==> src/rtl/bincnt_pkg.sv <==
`timescale 1ns/1ps
// Package: shared types for the presettable binary counter.
// Assumes: consumers import it before declaring mode-typed signals.
package bincnt_pkg;

    // Operating mode that applies at the next rising edge (clear is handled apart).
    typedef enum logic [1:0] {
        MODE_HOLD  = 2'd0,
        MODE_COUNT = 2'd1,
        MODE_LOAD  = 2'd2
    } cnt_mode_e;

endpackage

==> src/rtl/bincnt_mode_dec.sv <==
`timescale 1ns/1ps
// Module: bincnt_mode_dec
// Resolves the synchronous mode from the preset strobe and the two enables.
// Preset outranks counting, and counting outranks holding.
// Assumes: the clear is applied directly at the register, so it is not decoded here.
module bincnt_mode_dec
    import bincnt_pkg::*;
(
    input  logic      load_n,
    input  logic      en_par,
    input  logic      en_casc,
    output cnt_mode_e mode
);

    // Purpose: priority decode of the synchronous mode.
    always_comb begin
        if (!load_n) begin
            mode = MODE_LOAD;
        end else if (en_par && en_casc) begin
            mode = MODE_COUNT;
        end else begin
            mode = MODE_HOLD;
        end
    end

endmodule

==> src/rtl/bincnt_state_reg.sv <==
`timescale 1ns/1ps
// Module: bincnt_state_reg
// Holds the counter state. It clears asynchronously on a low rst_n.
// On each rising edge it applies the decoded mode: preset, increment or hold.
// Assumes: mode and din are stable around the rising edge of clk.
module bincnt_state_reg
    import bincnt_pkg::*;
#(
    parameter int WIDTH = 4
) (
    input  logic             clk,
    input  logic             rst_n,
    input  cnt_mode_e        mode,
    input  logic [WIDTH-1:0] din,
    output logic [WIDTH-1:0] q
);

    localparam logic [WIDTH-1:0] ZERO = '0;

    // Purpose: state register with asynchronous clear and a mode-driven next value.
    always_ff @(posedge clk or negedge rst_n) begin
        if (!rst_n) begin
            q <= ZERO;
        end else begin
            case (mode)
                MODE_LOAD:  q <= din;
                MODE_COUNT: q <= q + 1'b1;
                default:    q <= q;
            endcase
        end
    end

    // a preset takes the data word seen at the edge.
    p_load_r4: assert property (@(posedge clk) disable iff (!rst_n)
        (mode == MODE_LOAD) |=> (q == $past(din)))
        else $error("p_load_r4 violated");

    // counting adds one, modulo the width.
    p_count_r5: assert property (@(posedge clk) disable iff (!rst_n)
        (mode == MODE_COUNT) |=> (q == WIDTH'($past(q) + 1'b1)))
        else $error("p_count_r5 violated");

    // hold keeps the state.
    p_hold_r6: assert property (@(posedge clk) disable iff (!rst_n)
        (mode == MODE_HOLD) |=> $stable(q))
        else $error("p_hold_r6 violated");

    // while the clear is held the state reads zero.
    always @(negedge clk) begin
        if (rst_n === 1'b0) begin
            p_clear_r3: assert (q == ZERO)
                else $error("p_clear_r3 violated");
        end
    end

endmodule

==> src/rtl/bincnt_term_detect.sv <==
`timescale 1ns/1ps
// Module: bincnt_term_detect
// Raises the terminal-count flag when every state bit is set and the cascade enable is high.
// Assumes: the flag feeds the cascade enable of the next stage, never a clock or a clear.
module bincnt_term_detect #(
    parameter int WIDTH = 4
) (
    input  logic [WIDTH-1:0] q,
    input  logic             en_casc,
    output logic             tc
);

    logic [WIDTH-1:0] all_ones;

    // Purpose: running AND chain across the state bits.
    generate
        for (genvar i = 0; i < WIDTH; i++) begin : g_chain
            if (i == 0) begin : g_first
                assign all_ones[i] = q[i];
            end else begin : g_rest
                assign all_ones[i] = all_ones[i-1] & q[i];
            end
        end
    endgenerate

    // Purpose: gate the chain result with the cascade enable.
    always_comb begin
        tc = all_ones[WIDTH-1] & en_casc;
    end

endmodule

==> src/rtl/bincnt_preset.sv <==
`timescale 1ns/1ps
// Module: bincnt_preset
// Top of the presettable synchronous up counter.
// Modes by priority: asynchronous clear, synchronous preset, count, hold.
// Assumes: rst_n may change at any time. Every other input meets setup and hold to clk.
module bincnt_preset
    import bincnt_pkg::*;
#(
    parameter int WIDTH = 4
) (
    input  logic             clk,
    input  logic             rst_n,
    input  logic             load_n,
    input  logic             en_par,
    input  logic             en_casc,
    input  logic [WIDTH-1:0] din,
    output logic [WIDTH-1:0] cnt_q,
    output logic             carry_out
);

    localparam logic [WIDTH-1:0] TOP_VAL = '1;

    cnt_mode_e mode;

    bincnt_mode_dec u_dec (
        .load_n  (load_n),
        .en_par  (en_par),
        .en_casc (en_casc),
        .mode    (mode)
    );

    bincnt_state_reg #(.WIDTH(WIDTH)) u_reg (
        .clk   (clk),
        .rst_n (rst_n),
        .mode  (mode),
        .din   (din),
        .q     (cnt_q)
    );

    bincnt_term_detect #(.WIDTH(WIDTH)) u_tc (
        .q       (cnt_q),
        .en_casc (en_casc),
        .tc      (carry_out)
    );

    // counting from the top value wraps to zero.
    p_wrap_r1: assert property (@(posedge clk) disable iff (!rst_n)
        (load_n && en_par && en_casc && cnt_q == TOP_VAL) |=> (cnt_q == '0))
        else $error("p_wrap_r1 violated");

    // a flag that triggers a count drops after the wrap.
    p_tc_wrap_r7: assert property (@(posedge clk) disable iff (!rst_n)
        (carry_out && load_n && en_par) |=> (!carry_out && cnt_q == '0))
        else $error("p_tc_wrap_r7 violated");

    // a preset wins over counting.
    p_prec_r2: assert property (@(posedge clk) disable iff (!rst_n)
        (!load_n && en_par && en_casc) |=> (cnt_q == $past(din)))
        else $error("p_prec_r2 violated");

endmodule

==> config.mk <==
export PLATFORM = sky130hd
export DESIGN_NAME = bincnt_preset
export DESIGN_NICKNAME = d
export VERILOG_FILES = /design/src/rtl/bincnt_pkg.sv /design/src/rtl/bincnt_mode_dec.sv /design/src/rtl/bincnt_state_reg.sv /design/src/rtl/bincnt_term_detect.sv /design/src/rtl/bincnt_preset.sv
export SDC_FILE = /design/constraint.sdc
export NUM_CORES = 1
export LEC_CHECK = 0
export BUFFER_PORTS_ARGS = -buffer_cell sky130_fd_sc_hd__buf_2
export CAP_MARGIN = 5
export CORE_AREA = 2 2 39 41
export DETAILED_ROUTE_END_ITERATION = 8
export DIE_AREA = 0 0 41 43
export PLACE_DENSITY = 0.4
export SLEW_MARGIN = 5
export SYNTH_ARGS = -nofsm -noshare
export SYNTH_HDL_FRONTEND = slang
export SYNTH_SLANG_ARGS = --single-unit
==> constraint.sdc <==
create_clock -name clk -period 1.59 [get_ports clk]
set_input_delay 0.318 -clock clk [delete_from_list [all_inputs] [get_ports clk]]
set_output_delay 0.318 -clock clk [all_outputs]
set_load 0.01 [all_outputs]
# --- Yosys cells after proc, flatten, opt, wreduce, memory -nomap -nowiden ---
# Index checks and enable logic that the tools add are counted.
word_totals:
  ff_bits: 4
  input_bits: 9
  out_inout_bits: 5
  word_cells: 13
classes:
  n_addsub: 1
  eq_ne: 2
  muxes: 3
  bitwise_logic: 4
  reduce_logical: 2
ops:
  columns: ["operator", "count"]
  rows:
  - ["4-bit case mux with 2 select lines", 1]
  - ["4-bit by 1-bit adder with 4-bit output, second input constant", 1]
  - ["1-bit AND", 4]
  - ["2-bit by 1-bit equality test with 1-bit output, second input constant", 1]
  - ["2-bit equality test, second input constant", 1]
  - ["2-bit two-way mux", 1]
  - ["2-bit nonzero test", 1]
  - ["1-bit logical AND", 1]
  - ["1-bit two-way mux", 1]

# --- Logic depth before layout (Yosys ltp) ---
depth:
  depth_word: 5
  depth_mapped: 4
  mapped_depth_nobuf: 4

# --- Modules after synthesis ---
# Synthesis repeated with hierarchy kept, for this count alone.
unflattened:
  hier_cells: 30
  hier_area_um2: 271.5
modules_own_cells:
  columns: ["module", "n_inst", "cells_per_inst", "area_each_um2", "seq_area_each_um2"]
  rows:
  - ["bincnt_state_reg", 1, 25, 249.0, 100.1]
  - ["bincnt_term_detect", 1, 3, 12.5, 0.0]
  - ["bincnt_mode_dec", 1, 2, 10.0, 0.0]

# --- Worst setup path before layout ---
# No wires, ideal clock.
synth_timing:
  path_kind: "reg-to-output"
  start: "register u_reg.q[0]"
  end: "output port carry_out"
  arrival_time_ps: 1003
  t_required_ps: 1272
  slack_ps: 269
  stages_incl_launch_ff: 4
  path_buffers: 0
  path_cell_list: "dfrtp_1 > ha_1 > ha_1 > and3_2"
synth_between:
  elab_chain_len: 4
synth_lines:
  columns: ["item", "line", "text"]
  rows:
  - ["start: declaration", "bincnt_state_reg.sv:15", "output logic [WIDTH-1:0] q"]
  - ["start signal: assignment", "bincnt_state_reg.sv:26", "MODE_LOAD: q <= din;"]
  - ["start signal: assignment", "bincnt_state_reg.sv:27", "MODE_COUNT: q <= q + 1'b1;"]
  - ["start signal: assignment", "bincnt_state_reg.sv:28", "default: q <= q;"]
  - ["1-bit AND (3 in series)", "bincnt_term_detect.sv:21", "assign all_ones[i] = all_ones[i-1] & q[i];"]
  - ["1-bit AND", "bincnt_term_detect.sv:28", "tc = all_ones[WIDTH-1] & en_casc;"]
  - ["end: declaration", "bincnt_preset.sv:18", "output logic carry_out"]
# Every way passes these cells.

# --- Worst setup path in the final report ---
# Same ends and word-level chain as after synthesis.

==> metrics.md <==
| Metric | Value |
|---|---|
| Run status | complete, no violations |
| Tightest hold margin | 329.9 ps |
| Flip-flop count of the largest register after layout | 4 |
| Number of vias per cell after detailed routing | 4.053 |
| Worst slack after detailed placement | 158.2 ps |
| Detailed router's first-iteration violation count | 4 |
| Async SR Flop Fraction | 1.000 |
| ANT cells | 0 |
| Least setup slack across all paths after layout | 44.73 ps |
| Die boundary width | 41 um |
| Post-DRT Antenna Nets | 0 |
| Most common cell on crit path | sky130_fd_sc_hd__ha_2 |
| Type of the worst setup path | flop to output port |
| Max rail drop VDD | 0.0003572 V |
| DRC | 0 |
| Final layout net count | 54 |
| Die Area | 0.001763 mm2 |
| Number of clock sinks | 4 |
| Total number of yosys warnings | 0 |
| Overall routed net length | 547 um |
| Launching point of the worst reg2reg path | u_reg.q[0]$_DFFE_PN0P_ |
| Via count of the first global-routing pass | 220 |
| Overall power of the completed layout | 0.3410 mW |
| Startpoint types | flop |
| M1 WL | 225 um |
| Global route overflow | 0 |
| Fin crit period | 1545 ps |
| Hold crit path type | primary input to flop |
| Cell types with the largest area share after synthesis | sky130_fd_sc_hd__dfrtp_1, sky130_fd_sc_hd__ha_1, sky130_fd_sc_hd__mux2i_1, sky130_fd_sc_hd__a21oi_1, sky130_fd_sc_hd__nor2_1 |
| Most flop-heavy register | u_reg.q |
| Worst slew margin relative to its limit | 0.9162 |
| Largest registers ranked by flip-flop count | u_reg.q x4 |
| Area of the core region | 0.001384 mm2 |
| Insertion delay to the later sink of the worst-skew pair | 230 ps |
| Critical Path Slowest Stage Cell | sky130_fd_sc_hd__dfrtp_1 |
| Minimum setup slack among reg-to-reg paths | 440 ps |
| Synthesized Nets | 34 |
| Buffers added on ports | 13 |
| Largest net degree at the start of global routing | 9 |
| Synthesized flop and latch total | 4 |
| Highest metal used | met3 |
| Routed wire length on met2 | 246 um |
| Overall track demand over capacity in global routing | 0.08141 |
| Data arrival, critical path | 1230 ps |
| Cell family contributing the most delay on the critical path | flip-flops |
| Critical Path Start | u_reg.q[0]$_DFFE_PN0P_ |
| Clock tree root driver cell | sky130_fd_sc_hd__clkbuf_4 |
| Layout Cell Area excl Fill | 367.9 um2 |
| Proportion of synthesized chip area in sequential cells | 0.4469 |
| Most used DFF post-synth | sky130_fd_sc_hd__dfrtp_1 |
| Wire length per cell after detailed routing | 9.596 um |
| Global-route wire length before repair | 834 um |
| Area growth, synth to finish | 64.25% |
| Initial cell density of the core | 0.1618 |
| Worst Tran Pin Value | 122.2 ps |
| Proportion of layout cells with a drive suffix above 1 | 0.5366 |
| Area share of the largest cell type after synthesis | 0.4469 |
| Max-slew violation total from the final report | 0 |
| Pre-antenna DRT Iters | 2 |
| RSZ-0062 raised after global routing | yes |
| Worst-path fanout max | 2 |
| Required arrival time at the worst endpoint | 1270 ps |
| Number of failing hold endpoints at the final stage | 0 |
| Total via count in the routed design | 231 |
| Power Density | 926.9 mW/mm2 |
| Number of buffer and inverter stages on the critical path | 1 |
| Final critical-path share of the clock period | 0.9719 |
| Kind of end point of the critical path | output port |
| Hold Startpoint | din[1] |
| Cts bufs inserted | 3 |
| Post-place instance area | 305.3 um2 |
| Clock edge transition at the registers on the reported setup and hold paths | 40 ps |
| Worst reg2reg endpoint | u_reg.q[2]$_DFFE_PN0P_ |
| Worst Reg-to-Reg Cells | 4 |
| Final setup violating endpoints | 0 |
| Worst-path cell chain | ha_2 -> ha_2 -> and3_4 -> buf_6 |
| H-tree depth reported by CTS | 1 |
| Synth top cells by count | sky130_fd_sc_hd__dfrtp_1, sky130_fd_sc_hd__nor2_1, sky130_fd_sc_hd__a21oi_1 |
| Leakage | 0.1794 nW |
| Cell type with the highest aggregate area in the netlist | sky130_fd_sc_hd__dfrtp_1 |
| Clock buffer depth | 2 |
| Total length of routed met3 wires | 74 um |
| Capture point of the critical path | carry_out |
| Area of the mapped netlist | 224.0 um2 |
| Max-cap violations | 0 |
| Number of fill cells in the layout | 155 |
| Antenna violations before repair | 0 |
| Fmax | 0.6471 GHz |
| Mean post-synth cell area | 9.738 um2 |
| Library cells used by synthesis | 13 |
| Number of instances in the synthesized netlist | 23 |
| Number of primary I/O pins | 14 |
| Final estimated routing congestion in global placement | 0.6260 |
| EDFF count, synth | 0 |
| Cell depth of the worst setup path | 4 |
| Row count | 14 |
| TritonCTS clock tree | yes |
| Worst clock skew | 2.994 ps |
| Largest incremental delay on the critical path | 380 ps |
| Die height | 43 um |
==> repair_timing <==
item / 4_1_cts / 5_1_grt
hold endpoints to repair: 4 / 0
resized for setup: 3 / 1
gates cloned: 0 / 0
endpoints found under the setup margin: 1 / 1
pin swaps: 1 / 1
hold buffers: 1 / 0
buffers inserted: 2 / 0
==> layout make-up <==
class                   count  area, um2  share of cell area
clock buffers               3      22.52             0.06122
flip-flops and latches      4      100.1              0.2721
repair buffers             16      96.34              0.2619
well taps                  16      20.02             0.05442
multi-input cells          18      128.9              0.3503
==> tightest hold or removal path: stages <==
cell and delay, ps:
sky130_fd_sc_hd__buf_2 70, sky130_fd_sc_hd__nor2_1 30, sky130_fd_sc_hd__a21oi_1 100
==> power by group <==
group / leakage [nW] / total (mW) / internal [mW] / switching [mW]
Combinational: 0.121 / 0.0914 / 0.0485 / 0.0429
Sequential: 0.0448 / 0.124 / 0.115 / 0.00975
Clock: 0.0138 / 0.125 / 0.0844 / 0.0408
Total: 0.179 / 0.341 / 0.247 / 0.0935
==> layer usage <==
layer,vias up,global-route usage
met5,-,0
met4,0,0.02000
met3,0,0.09424
met2,13,0.1188
met1,97,0.07097
li1,121,-
==> metrics by stage <==
step	util	TNS (ps)	instances
6_report	0.2658	0	57
5_1_grt	0.2658	-0.4746	57
2_1_floorplan	-	0	23
3_3_place_gp	0.2206	0	51
3_5_place_dp	0.2206	0	51
4_1_cts	0.2640	0	57
==> cells by family after synthesis <==
| family | Yosys count | synth area share |
|---|---|---|
| and+or+nand+nor | 8 | 0.1788 |
| buffers and inverters | 1 | 0.01674 |
| AOI/OAI and AO/OA | 5 | 0.1173 |
| adders and majority gates | 2 | 0.1117 |
| xor gates and xnor gates | 1 | 0.03911 |
| muxes | 2 | 0.08939 |
| DFF | 4 | 0.4469 |
==> cell usage in the layout, fill, tap and decap left out, types with 2 or more instances in the layout <==
cell type                  instances
sky130_fd_sc_hd__a21oi_1           3
sky130_fd_sc_hd__buf_2            12
sky130_fd_sc_hd__buf_4             2
sky130_fd_sc_hd__clkbuf_4          3
sky130_fd_sc_hd__dfrtp_1           4
sky130_fd_sc_hd__ha_2              2
sky130_fd_sc_hd__mux2i_1           2
sky130_fd_sc_hd__nor2_1            4
==> worst min-delay path by stage <==
| stage | to | slack (ps) | cells past startpoint |
|---|---|---|---|
| floorplan | u_reg.q[0]$_DFFE_PN0P_ | 20 | 0 |
| global placement | u_reg.q[2]$_DFFE_PN0P_ | 130 | 1 |
| detailed placement | u_reg.q[2]$_DFFE_PN0P_ | 130 | 1 |
| CTS | u_reg.q[1]$_DFFE_PN0P_ | 320 | 3 |
| global route | u_reg.q[1]$_DFFE_PN0P_ | 330 | 3 |
| finish | u_reg.q[1]$_DFFE_PN0P_ | 330 | 3 |
Power figures use the tool's default switching activity.
